==> src/rtl/acq_pkg.sv <==
package acq_pkg;

  typedef enum logic [4:0] {
    ST_IDLE = 5'b00001,
    ST_VALD = 5'b00010,
    ST_COLL = 5'b00100,
    ST_READ = 5'b01000,
    ST_RCHG = 5'b10000
  } acq_st_e;

  typedef enum logic [1:0] {
    LD_VWIN = 2'd0,
    LD_COLL = 2'd1,
    LD_READ = 2'd2,
    LD_RCHG = 2'd3
  } ld_sel_e;

endpackage

==> src/rtl/acq_cfg_reg.sv <==
module acq_cfg_reg #(
  parameter int CNT_W    = 8,
  parameter int SEL_W    = 3,
  parameter int VWIN_W   = 4,
  parameter int COLL_W   = 12,
  parameter int RCH_W    = 3,
  parameter int RCH_MIN  = 2,
  parameter int RCH_SPAN = 6,
  parameter int TMR_W    = 12
) (
  input  logic              clk,
  input  logic              rst,
  input  logic              cap_i,
  input  logic [SEL_W-1:0]  sel_i,
  input  logic [VWIN_W-1:0] vwin_i,
  input  logic [COLL_W-1:0] coll_i,
  input  logic [RCH_W-1:0]  rch_i,
  output logic [CNT_W:0]    thr_o,
  output logic              bypass_o,
  output logic [TMR_W-1:0]  vwin_ld_o,
  output logic              coll_zero_o,
  output logic [TMR_W-1:0]  coll_ld_o,
  output logic [TMR_W-1:0]  rch_ld_o
);

  logic [SEL_W-1:0]  sel_q;
  logic [VWIN_W-1:0] vwin_q;
  logic [COLL_W-1:0] coll_q;
  logic [RCH_W-1:0]  rch_q;

  logic [SEL_W-1:0]  sel_e;
  logic [VWIN_W-1:0] vwin_e;
  logic [COLL_W-1:0] coll_e;
  logic [RCH_W-1:0]  rch_e;
  int unsigned       rch_cyc;

  // shadow copy, written only on the accepting edge
  always_ff @(posedge clk) begin
    if (rst) begin
      sel_q  <= '0;
      vwin_q <= '0;
      coll_q <= '0;
      rch_q  <= '0;
    end else if (cap_i) begin
      sel_q  <= sel_i;
      vwin_q <= vwin_i;
      coll_q <= coll_i;
      rch_q  <= rch_i;
    end
  end

  // on the accepting cycle the live fields decide the first step
  always_comb begin
    sel_e  = cap_i ? sel_i  : sel_q;
    vwin_e = cap_i ? vwin_i : vwin_q;
    coll_e = cap_i ? coll_i : coll_q;
    rch_e  = cap_i ? rch_i  : rch_q;
  end

  always_comb begin
    thr_o       = (CNT_W+1)'(2) << sel_e;
    bypass_o    = (sel_e == '0);
    vwin_ld_o   = TMR_W'(vwin_e);
    coll_zero_o = (coll_e == '0);
    coll_ld_o   = TMR_W'(coll_e - 1'b1);
    rch_cyc     = (int'(rch_e) > RCH_SPAN) ? RCH_SPAN : int'(rch_e);
    rch_ld_o    = TMR_W'(rch_cyc + RCH_MIN - 1);
  end

endmodule

==> src/rtl/acq_timer.sv <==
module acq_timer #(
  parameter int TMR_W = 12
) (
  input  logic             clk,
  input  logic             rst,
  input  logic             ld_i,
  input  logic [TMR_W-1:0] ld_val_i,
  output logic             zero_o
);

  logic [TMR_W-1:0] cnt_q;

  always_ff @(posedge clk) begin
    if (rst)
      cnt_q <= '0;
    else if (ld_i)
      cnt_q <= ld_val_i;
    else if (cnt_q != '0)
      cnt_q <= cnt_q - 1'b1;
  end

  assign zero_o = (cnt_q == '0);

endmodule

==> src/rtl/acq_ctrl.sv <==
module acq_ctrl
  import acq_pkg::*;
#(
  parameter int CNT_W = 8
) (
  input  logic             clk,
  input  logic             rst,
  input  logic             trig_i,
  input  logic [CNT_W-1:0] cnt_i,
  input  logic             done_i,
  input  logic [CNT_W:0]   thr_i,
  input  logic             bypass_i,
  input  logic             coll_zero_i,
  input  logic             tmr_zero_i,
  output acq_st_e          st_o,
  output logic             ld_o,
  output ld_sel_e          ld_sel_o,
  output logic             cap_o,
  output logic             rch_stb_o,
  output logic             lat_stb_o
);

  acq_st_e st_q, st_d;
  logic    to_rch, from_read, pass;

  always_comb begin
    st_d      = st_q;
    ld_o      = 1'b0;
    ld_sel_o  = LD_VWIN;
    cap_o     = 1'b0;
    to_rch    = 1'b0;
    from_read = 1'b0;
    pass      = ({1'b0, cnt_i} >= thr_i);
    unique case (st_q)
      ST_IDLE: begin
        if (trig_i) begin
          cap_o = 1'b1;
          ld_o  = 1'b1;
          if (!bypass_i) begin
            st_d     = ST_VALD;
            ld_sel_o = LD_VWIN;
          end else if (coll_zero_i) begin
            st_d     = ST_READ;
            ld_sel_o = LD_READ;
          end else begin
            st_d     = ST_COLL;
            ld_sel_o = LD_COLL;
          end
        end
      end
      ST_VALD: begin
        if (pass) begin
          ld_o = 1'b1;
          if (coll_zero_i) begin
            st_d     = ST_READ;
            ld_sel_o = LD_READ;
          end else begin
            st_d     = ST_COLL;
            ld_sel_o = LD_COLL;
          end
        end else if (tmr_zero_i) begin
          st_d     = ST_RCHG;
          ld_o     = 1'b1;
          ld_sel_o = LD_RCHG;
          to_rch   = 1'b1;
        end
      end
      ST_COLL: begin
        if (tmr_zero_i) begin
          st_d     = ST_READ;
          ld_o     = 1'b1;
          ld_sel_o = LD_READ;
        end
      end
      ST_READ: begin
        if (tmr_zero_i && done_i) begin
          st_d      = ST_RCHG;
          ld_o      = 1'b1;
          ld_sel_o  = LD_RCHG;
          to_rch    = 1'b1;
          from_read = 1'b1;
        end
      end
      ST_RCHG: begin
        if (tmr_zero_i) st_d = ST_IDLE;
      end
      default: st_d = ST_IDLE;
    endcase
  end

  always_ff @(posedge clk) begin
    if (rst) begin
      st_q      <= ST_IDLE;
      rch_stb_o <= 1'b0;
      lat_stb_o <= 1'b0;
    end else begin
      st_q      <= st_d;
      rch_stb_o <= to_rch;
      lat_stb_o <= from_read;
    end
  end

  assign st_o = st_q;

endmodule

==> src/rtl/acq_seq.sv <==
module acq_seq
  import acq_pkg::*;
#(
  parameter int CNT_W    = 8,
  parameter int SEL_W    = 3,
  parameter int VWIN_W   = 4,
  parameter int COLL_W   = 12,
  parameter int RCH_W    = 3,
  parameter int RCH_MIN  = 2,
  parameter int RCH_SPAN = 6,
  parameter int READ_CYC = 136
) (
  input  logic              clk,
  input  logic              rst,
  input  logic              trig_i,
  input  logic [CNT_W-1:0]  phot_cnt_i,
  input  logic              rd_done_i,
  input  logic [SEL_W-1:0]  cfg_thr_sel_i,
  input  logic [VWIN_W-1:0] cfg_vwin_i,
  input  logic [COLL_W-1:0] cfg_coll_i,
  input  logic [RCH_W-1:0]  cfg_rch_i,
  output logic              rdy_o,
  output logic              val_o,
  output logic              coll_o,
  output logic              rdout_o,
  output logic              rch_o,
  output logic              rch_stb_o,
  output logic              lat_stb_o
);

  localparam int RD_BITS = $clog2(READ_CYC + 1);
  localparam int TMR_W   = (COLL_W > RD_BITS) ? COLL_W : RD_BITS;

  acq_st_e          st;
  ld_sel_e          ld_sel;
  logic             ld, cap, tmr_zero, bypass, coll_zero;
  logic [CNT_W:0]   thr;
  logic [TMR_W-1:0] vwin_ld, coll_ld, rch_ld, ld_val;

  acq_cfg_reg #(
    .CNT_W(CNT_W), .SEL_W(SEL_W), .VWIN_W(VWIN_W), .COLL_W(COLL_W),
    .RCH_W(RCH_W), .RCH_MIN(RCH_MIN), .RCH_SPAN(RCH_SPAN), .TMR_W(TMR_W)
  ) u_cfg (
    .clk(clk), .rst(rst), .cap_i(cap),
    .sel_i(cfg_thr_sel_i), .vwin_i(cfg_vwin_i), .coll_i(cfg_coll_i), .rch_i(cfg_rch_i),
    .thr_o(thr), .bypass_o(bypass), .vwin_ld_o(vwin_ld),
    .coll_zero_o(coll_zero), .coll_ld_o(coll_ld), .rch_ld_o(rch_ld)
  );

  always_comb begin
    unique case (ld_sel)
      LD_VWIN: ld_val = vwin_ld;
      LD_COLL: ld_val = coll_ld;
      LD_READ: ld_val = TMR_W'(READ_CYC - 1);
      default: ld_val = rch_ld;
    endcase
  end

  acq_timer #(.TMR_W(TMR_W)) u_tmr (
    .clk(clk), .rst(rst), .ld_i(ld), .ld_val_i(ld_val), .zero_o(tmr_zero)
  );

  acq_ctrl #(.CNT_W(CNT_W)) u_ctrl (
    .clk(clk), .rst(rst), .trig_i(trig_i), .cnt_i(phot_cnt_i), .done_i(rd_done_i),
    .thr_i(thr), .bypass_i(bypass), .coll_zero_i(coll_zero), .tmr_zero_i(tmr_zero),
    .st_o(st), .ld_o(ld), .ld_sel_o(ld_sel), .cap_o(cap),
    .rch_stb_o(rch_stb_o), .lat_stb_o(lat_stb_o)
  );

  assign rdy_o   = (st == ST_IDLE);
  assign val_o   = (st == ST_VALD);
  assign coll_o  = (st == ST_COLL);
  assign rdout_o = (st == ST_READ);
  assign rch_o   = (st == ST_RCHG);

endmodule

==> config.mk <==
export PLATFORM = sky130hd
export DESIGN_NAME = acq_seq
export DESIGN_NICKNAME = d
export VERILOG_FILES = /design/src/rtl/acq_pkg.sv /design/src/rtl/acq_cfg_reg.sv /design/src/rtl/acq_timer.sv /design/src/rtl/acq_ctrl.sv /design/src/rtl/acq_seq.sv
export SDC_FILE = /design/constraint.sdc
export NUM_CORES = 1
export LEC_CHECK = 0
export BUFFER_PORTS_ARGS = -buffer_cell sky130_fd_sc_hd__buf_2
export CORE_MARGIN = 10
export CORE_UTILIZATION = 62
export CTS_CLUSTER_DIAMETER = 50
export DETAILED_ROUTE_END_ITERATION = 8
export GPL_TIMING_DRIVEN = 0
export PLACE_DENSITY_LB_ADDON = 0.15
export REMOVE_ABC_BUFFERS = 1
export SYNTH_ARGS = -nofsm -noshare
export SYNTH_HDL_FRONTEND = slang
export SYNTH_SLANG_ARGS = --single-unit
==> constraint.sdc <==
create_clock -name clk -period 7.5 [get_ports clk]
set_input_delay 1.125 -clock clk [delete_from_list [all_inputs] [get_ports clk]]
set_output_delay 1.125 -clock clk [all_outputs]
set_load 0.02 [all_outputs]
==> results of run 1 <==
## through the flow
step | util [%] | hold WS, ns
floorplan | - | 0.431
detailed placement | 69.6 | 0.449
global placement | 69.1 | 0.447
CTS | 72.3 | 0.461
global route | 72.3 | 0.477
finish | 72.3 | 0.460
## worst max path at each step
stage	startpoint	endpoint	slack, ns	cells after the start
after global placement	trig_i	u_tmr.cnt_q[3]	1.95	14
after detailed placement	trig_i	u_tmr.cnt_q[3]	2.66	14
after CTS	trig_i	u_tmr.cnt_q[3]	2.94	14
after floorplan	trig_i	u_tmr.cnt_q[3]	2.82	13
final	trig_i	u_tmr.cnt_q[3]	2.91	14
after global routing	trig_i	u_tmr.cnt_q[3]	2.64	14
## where the power goes
part           total [mW]  leakage [nW]  switching [mW]  internal, mW
Combinational       0.493         0.947           0.291         0.202
Clock               0.187        0.0585          0.0783         0.109
Sequential          0.304         0.336          0.0424         0.262
Total               0.984          1.34           0.411         0.573
## cell type report
class	count	area (um^2)	share of cell area (%)
multi-input cells	304	1930	60.9
flip-flops and latches	41	821	25.9
repair buffers	40	210	6.64
clock buffers	7	86.3	2.73
well taps	52	65.1	2.05
clock inverters	1	30.0	0.948
inverters	7	26.3	0.829
## layer usage
metal  GRT usage (%)  routed length (um)
met3            3.99                 471
met4            5.51                  68
met1            25.4                3250
met2            30.8                3480
met5               0                   0
## sequential cells by signal, indices dropped and copies added, names as in the netlist
register,flops
u_cfg.coll_q,12
u_cfg.rch_q,3
u_cfg.sel_q,3
u_cfg.vwin_q,4
u_ctrl.lat_stb_o,1
u_ctrl.rch_stb_o,1
u_ctrl.st_o,5
u_tmr.cnt_q,12
## Yosys cell counts (all sizes together) (3+ instances only)
cell    number  area (um^2)
xor2        13          114
nand2       61          229
ha          10          125
buf          6         38.8
nor4         6         37.5
or2          5         31.3
o21ai       11         55.1
dfxtp       41          821
a21o         4         30.0
xnor2       12          105
or3          9         67.6
a21oi       25          125
nor3        14         70.1
a211o        4         35.0
or4          4         30.0
nor2        43          169
or4b         3         33.8
o31ai        3         22.5
inv          7         26.3
nand3b       7         52.6
a22o         3         26.3
nand3       11         55.1
clkbuf       8         31.3
mux2         3         33.8
mux2i       14          140
a31oi        6         37.5
## logic make-up after synthesis
group           after synthesis  synth area share [%]
mux                          17                  6.12
simple gates                176                  30.4
flops                        41                  28.9
buf+inv                      21                  3.39
compound gates               76                  19.1
xor+xnor                     25                  7.71
fa+ha+maj                    10                  4.40
## worst reg2reg max path, cell delays in order, from the launching register on
cell and delay [ns]:
dfxtp_1 0.36, nor3_1 0.52, nand2_2 0.65, or3_1 0.58
a21o_1 0.21, ha_1 0.29, o211ai_1 0.08, a21o_1 0.16
nand3_1 0.15, nand2_1 0.19, and3_1 0.27, a211oi_4 0.38
mux2_1 0.37, o31ai_1 0.21
==> impl_metrics.json, run 1 <==
{
  "crit_chain": "buf_2, and3b_1, nand2_2, or3_1, a21o_1, ha_1, o211ai_1, a21o_1, nand3_1, nand2_1, and3_1, a211oi_4, mux2_1, o31ai_1",
  "num_rows": 24,
  "postCtsSetupBuffers": 0,
  "ys_warn_count": 0,
  "crit_arrival_ns": 4.80,
  "drc_errors": 0,
  "setup_viol": 0,
  "clk_pin_slew_ns": 0.08,
  "clock_path_buffers": 2,
  "vdd_ir_drop_max_v": 0.000185,
  "grt_pass1_wl_um": 12200,
  "dp.cells": 444,
  "clockRootBuffer": "clkbuf_8",
  "gp_congestion": 0.825,
  "fmax_mhz": 218,
  "reg2regPathDepth": 13,
  "hold_viol_final": 0,
  "drt-vias-per-instance": 6.05,
  "post-place-ws_ns": 2.66,
  "crit_slowest_cell": "or3_1",
  "ys_ff_latch": 41,
  "syn_area_per_cell_um2": 7.76,
  "final_design_area_no_fill_um2": 3170,
  "cp_top_family": "simple AND/OR/NAND/NOR gates",
  "port_buffers": 39,
  "cp-end-kind": "flip-flop",
  "n_fill_cell": 377,
  "hold-path-endpoint": "u_cfg.rch_q[0]",
  "vias": 2733,
  "tightest_slew_ns": 0.859,
  "final_cell_mix": "nand2_1, dfxtp_1, nor2_1, buf_2, a21oi_1",
  "cts-resized-gates": 0,
  "synth_edf_count": 0,
  "status": "finished, final reports clean",
  "seq_area_frac_synth_pct": 28.9,
  "path_common_cell": "a21o_1",
  "hold_start": "u_cfg.rch_q[0]",
  "finalSetupTns_ns": 0,
  "layout.cells.non_filler": 452,
  "holdBufCountCts": 0,
  "worst_slack_ns": 2.91,
  "grt_pass1_vias": 2628,
  "cellPowerDensity_nw_per_um2": 311,
  "ant_nets": 0,
  "whs_path_depth": 2,
  "syn-instance-count": 366,
  "track_usage_pct": 19.2,
  "maxCapViolations": 0,
  "cts_tree": "built",
  "dieArea_um2": 7690,
  "drt_iter0_drc": 201,
  "ios": 41,
  "hp-class": "reg -> reg",
  "relSlewSlack_pct": 42.5,
  "die_y_um": 87.7,
  "layout_commonest_cell": "nand2_1",
  "r2r-start": "u_ctrl.st_o[1]",
  "initial_core_util_pct": 64.8,
  "place_area_um2": 3050,
  "power_mw": 0.984,
  "clkLatencyLatePin_ns": 0.30,
  "fin_skew_ns": 0.00267,
  "cp.buffers_inverters": 1,
  "grt_overflow": 0,
  "crit_type": "in -> reg",
  "slowest_delay_ns": 0.58,
  "grt_antenna_before_repair": 0,
  "wl_per_cell_um": 16.1,
  "dr.pass1.iters": 5,
  "fin_crit_ns": 4.59,
  "synth_flop_cell": "dfxtp_1",
  "final_max_slew_viol_count": 0,
  "path_max_fanout": 41,
  "crit_required_ns": 7.71,
  "r2r_slack_ns": 3.00,
  "ys_types": 64,
  "cts.sinks": 41,
  "htree_levels": 2,
  "p_leak_nw": 1.34,
  "rsz0062_at_grt": "false",
  "fp.dieW_um": 87.7,
  "dp_hpwl_um": 5480,
  "n_antenna_cell": 0,
  "grt_max_degree": 42,
  "cts_made_buffers": 5,
  "synth-async-reset-ratio_pct": 0,
  "drt-total-wl_um": 7270,
  "cp-start-kind": "input pin",
  "core_area_um2": 4380,
  "fin_crit_sh_pct": 61.2,
  "r2r_end": "u_tmr.cnt_q[3]",
  "drive_gt1_share_pct": 16.3,
  "nets": 443,
  "syn2layout_area_growth_pct": 11.5,
  "netlist_area_um2": 2840
}
(Power assumes the default switching activity.)
==> run 2: changes to the inputs <==
--- a/config.mk
+++ b/config.mk
@@ -7,7 +7,7 @@
 export LEC_CHECK = 0
 export BUFFER_PORTS_ARGS = -buffer_cell sky130_fd_sc_hd__buf_2
 export CORE_MARGIN = 10
-export CORE_UTILIZATION = 62
+export CORE_UTILIZATION = 52
 export CTS_CLUSTER_DIAMETER = 50
 export DETAILED_ROUTE_END_ITERATION = 8
 export GPL_TIMING_DRIVEN = 0
==> constraint.sdc (replaced) <==
create_clock -name clk -period 3.7 [get_ports clk]
set_input_delay 0.555 -clock clk [delete_from_list [all_inputs] [get_ports clk]]
set_output_delay 0.555 -clock clk [all_outputs]
set_load 0.02 [all_outputs]
==> impl_metrics.json, run 2 (same netlist as run 1, synthesis figures left out) <==
{
  "crit_type": "reg -> reg",
  "ant_nets": 0,
  "dp_hpwl_um": 5330,
  "port_buffers": 39,
  "layout.cells.non_filler": 476,
  "nets": 449,
  "syn2layout_area_growth_pct": 16.6,
  "final_design_area_no_fill_um2": 3310,
  "num_rows": 26,
  "grt_max_degree": 42,
  "cp-end-kind": "flip-flop",
  "n_fill_cell": 468,
  "p_leak_nw": 1.39,
  "final_max_slew_viol_count": 0,
  "clockRootBuffer": "clkbuf_8",
  "fin_crit_ns": 3.52,
  "vias": 2690,
  "place_area_um2": 3070,
  "clkLatencyLatePin_ns": 0.30,
  "holdBufCountCts": 0,
  "cp-start-kind": "flip-flop",
  "status": "finished, final reports clean",
  "track_usage_pct": 16.8,
  "crit_arrival_ns": 3.75,
  "cts.sinks": 41,
  "fmax_mhz": 284,
  "dr.pass1.iters": 4,
  "use_met3_pct": 3.36,
  "rsz0062_at_grt": "false",
  "ios": 41,
  "tightest_slew_ns": 0.678,
  "hold_viol_final": 0,
  "crit_required_ns": 3.92,
  "grtUsageMet1_pct": 23.0,
  "r2r_slack_ns": 0.18,
  "grt_antenna_before_repair": 0,
  "maxCapViolations": 0,
  "relSlewSlack_pct": 53.5,
  "grt_pass1_wl_um": 12500,
  "drc_errors": 0,
  "cts_made_buffers": 5,
  "clk_pin_slew_ns": 0.08,
  "drive_gt1_share_pct": 20.0,
  "final_cell_mix": "nand2_1, dfxtp_1, nor2_1, buf_2, a21oi_1",
  "grt_overflow": 0,
  "n_antenna_cell": 0,
  "fin_skew_ns": 0.00335,
  "grt.busiest_layer": "met2",
  "drt-vias-per-instance": 5.65,
  "post-place-ws_ns": -0.705,
  "die_y_um": 93.9,
  "clock_path_buffers": 2,
  "met2_usage_pct": 26.4,
  "path_max_fanout": 6,
  "grt_pass1_vias": 2666,
  "drt-total-wl_um": 7140,
  "drt_iter0_drc": 128,
  "fp.dieW_um": 93.9,
  "initial_core_util_pct": 54.6,
  "core_area_um2": 5200,
  "cts_tree": "built",
  "dp.cells": 462,
  "vdd_ir_drop_max_v": 0.000358,
  "cellPowerDensity_nw_per_um2": 614,
  "hp-class": "reg -> reg",
  "wl_per_cell_um": 15.0,
  "gp_congestion": 0.865,
  "worst_slack_ns": 0.179,
  "htree_levels": 2,
  "layout_commonest_cell": "nand2_1",
  "dieArea_um2": 8820,
  "fin_crit_sh_pct": 95.2,
  "setup_viol": 0
}
## run 2: power breakdown
part / internal, mW / total (mW) / switching, mW
Clock: 0.220 / 0.378 / 0.158
Sequential: 0.531 / 0.618 / 0.0866
Combinational: 0.446 / 1.04 / 0.591
Total: 1.20 / 2.03 / 0.835
## run 2: repair_timing
item	CTS	global route
resized for setup	7	8
hold endpoints to repair	0	0
buffers inserted	4	2
endpoints found under the setup margin	17	16
pin swaps	3	2
## run 2: final cells by class
| cell class | instances | area [um^2] | share of cell area (%) |
|---|---|---|---|
| multi-input combinational | 304 | 1990 | 60.1 |
| sequential | 41 | 822 | 24.8 |
| timing repair buffer | 46 | 268 | 8.08 |
| tap | 70 | 87.6 | 2.64 |
| clock buffer | 7 | 86.3 | 2.61 |
| clock inverter | 1 | 30.0 | 0.907 |
| inverter | 7 | 26.3 | 0.793 |
## run 2: per-layer routing
layer | wire length, um | part of all wire, %
met5 | 0 | 0
met4 | 89 | 1.2
met3 | 256 | 3.6
met2 | 3320 | 47
met1 | 3470 | 49
## run 2: final timing paths
path	startpoint	to	cells past startpoint
setup / recovery	u_ctrl.st_o[1]	u_ctrl.st_o[3]	13
hold / removal	u_cfg.rch_q[0]	u_cfg.rch_q[0]	2
setup reg to reg	u_ctrl.st_o[1]	u_ctrl.st_o[3]	13
hold reg to reg	u_cfg.rch_q[0]	u_cfg.rch_q[0]	2
## run 2: per-stage QoR
step	TNS (ns)	hold slack (ns)	util, %	power, mW
4_1_cts	0	0.464	62.5	2.01
5_1_grt	0	0.494	63.6	2.21
3_5_place_dp	-8.84	0.452	59.1	1.60
2_1_floorplan	-5.42	0.431	-	1.36
6_report	0	0.460	63.6	2.03
3_3_place_gp	-21.03	0.451	58.7	1.58
## run 2: critical path, cell delays in order, from the launching register on
cell	delay, ns
dfxtp_1	0.38
or3_4	0.44
nor2_4	0.19
mux2_2	0.38
a21o_1	0.19
ha_1	0.28
o211ai_1	0.08
a21o_1	0.17
nand3_2	0.11
a21oi_1	0.12
o41a_1	0.39
or2_2	0.33
or2_1	0.23
a21oi_1	0.15
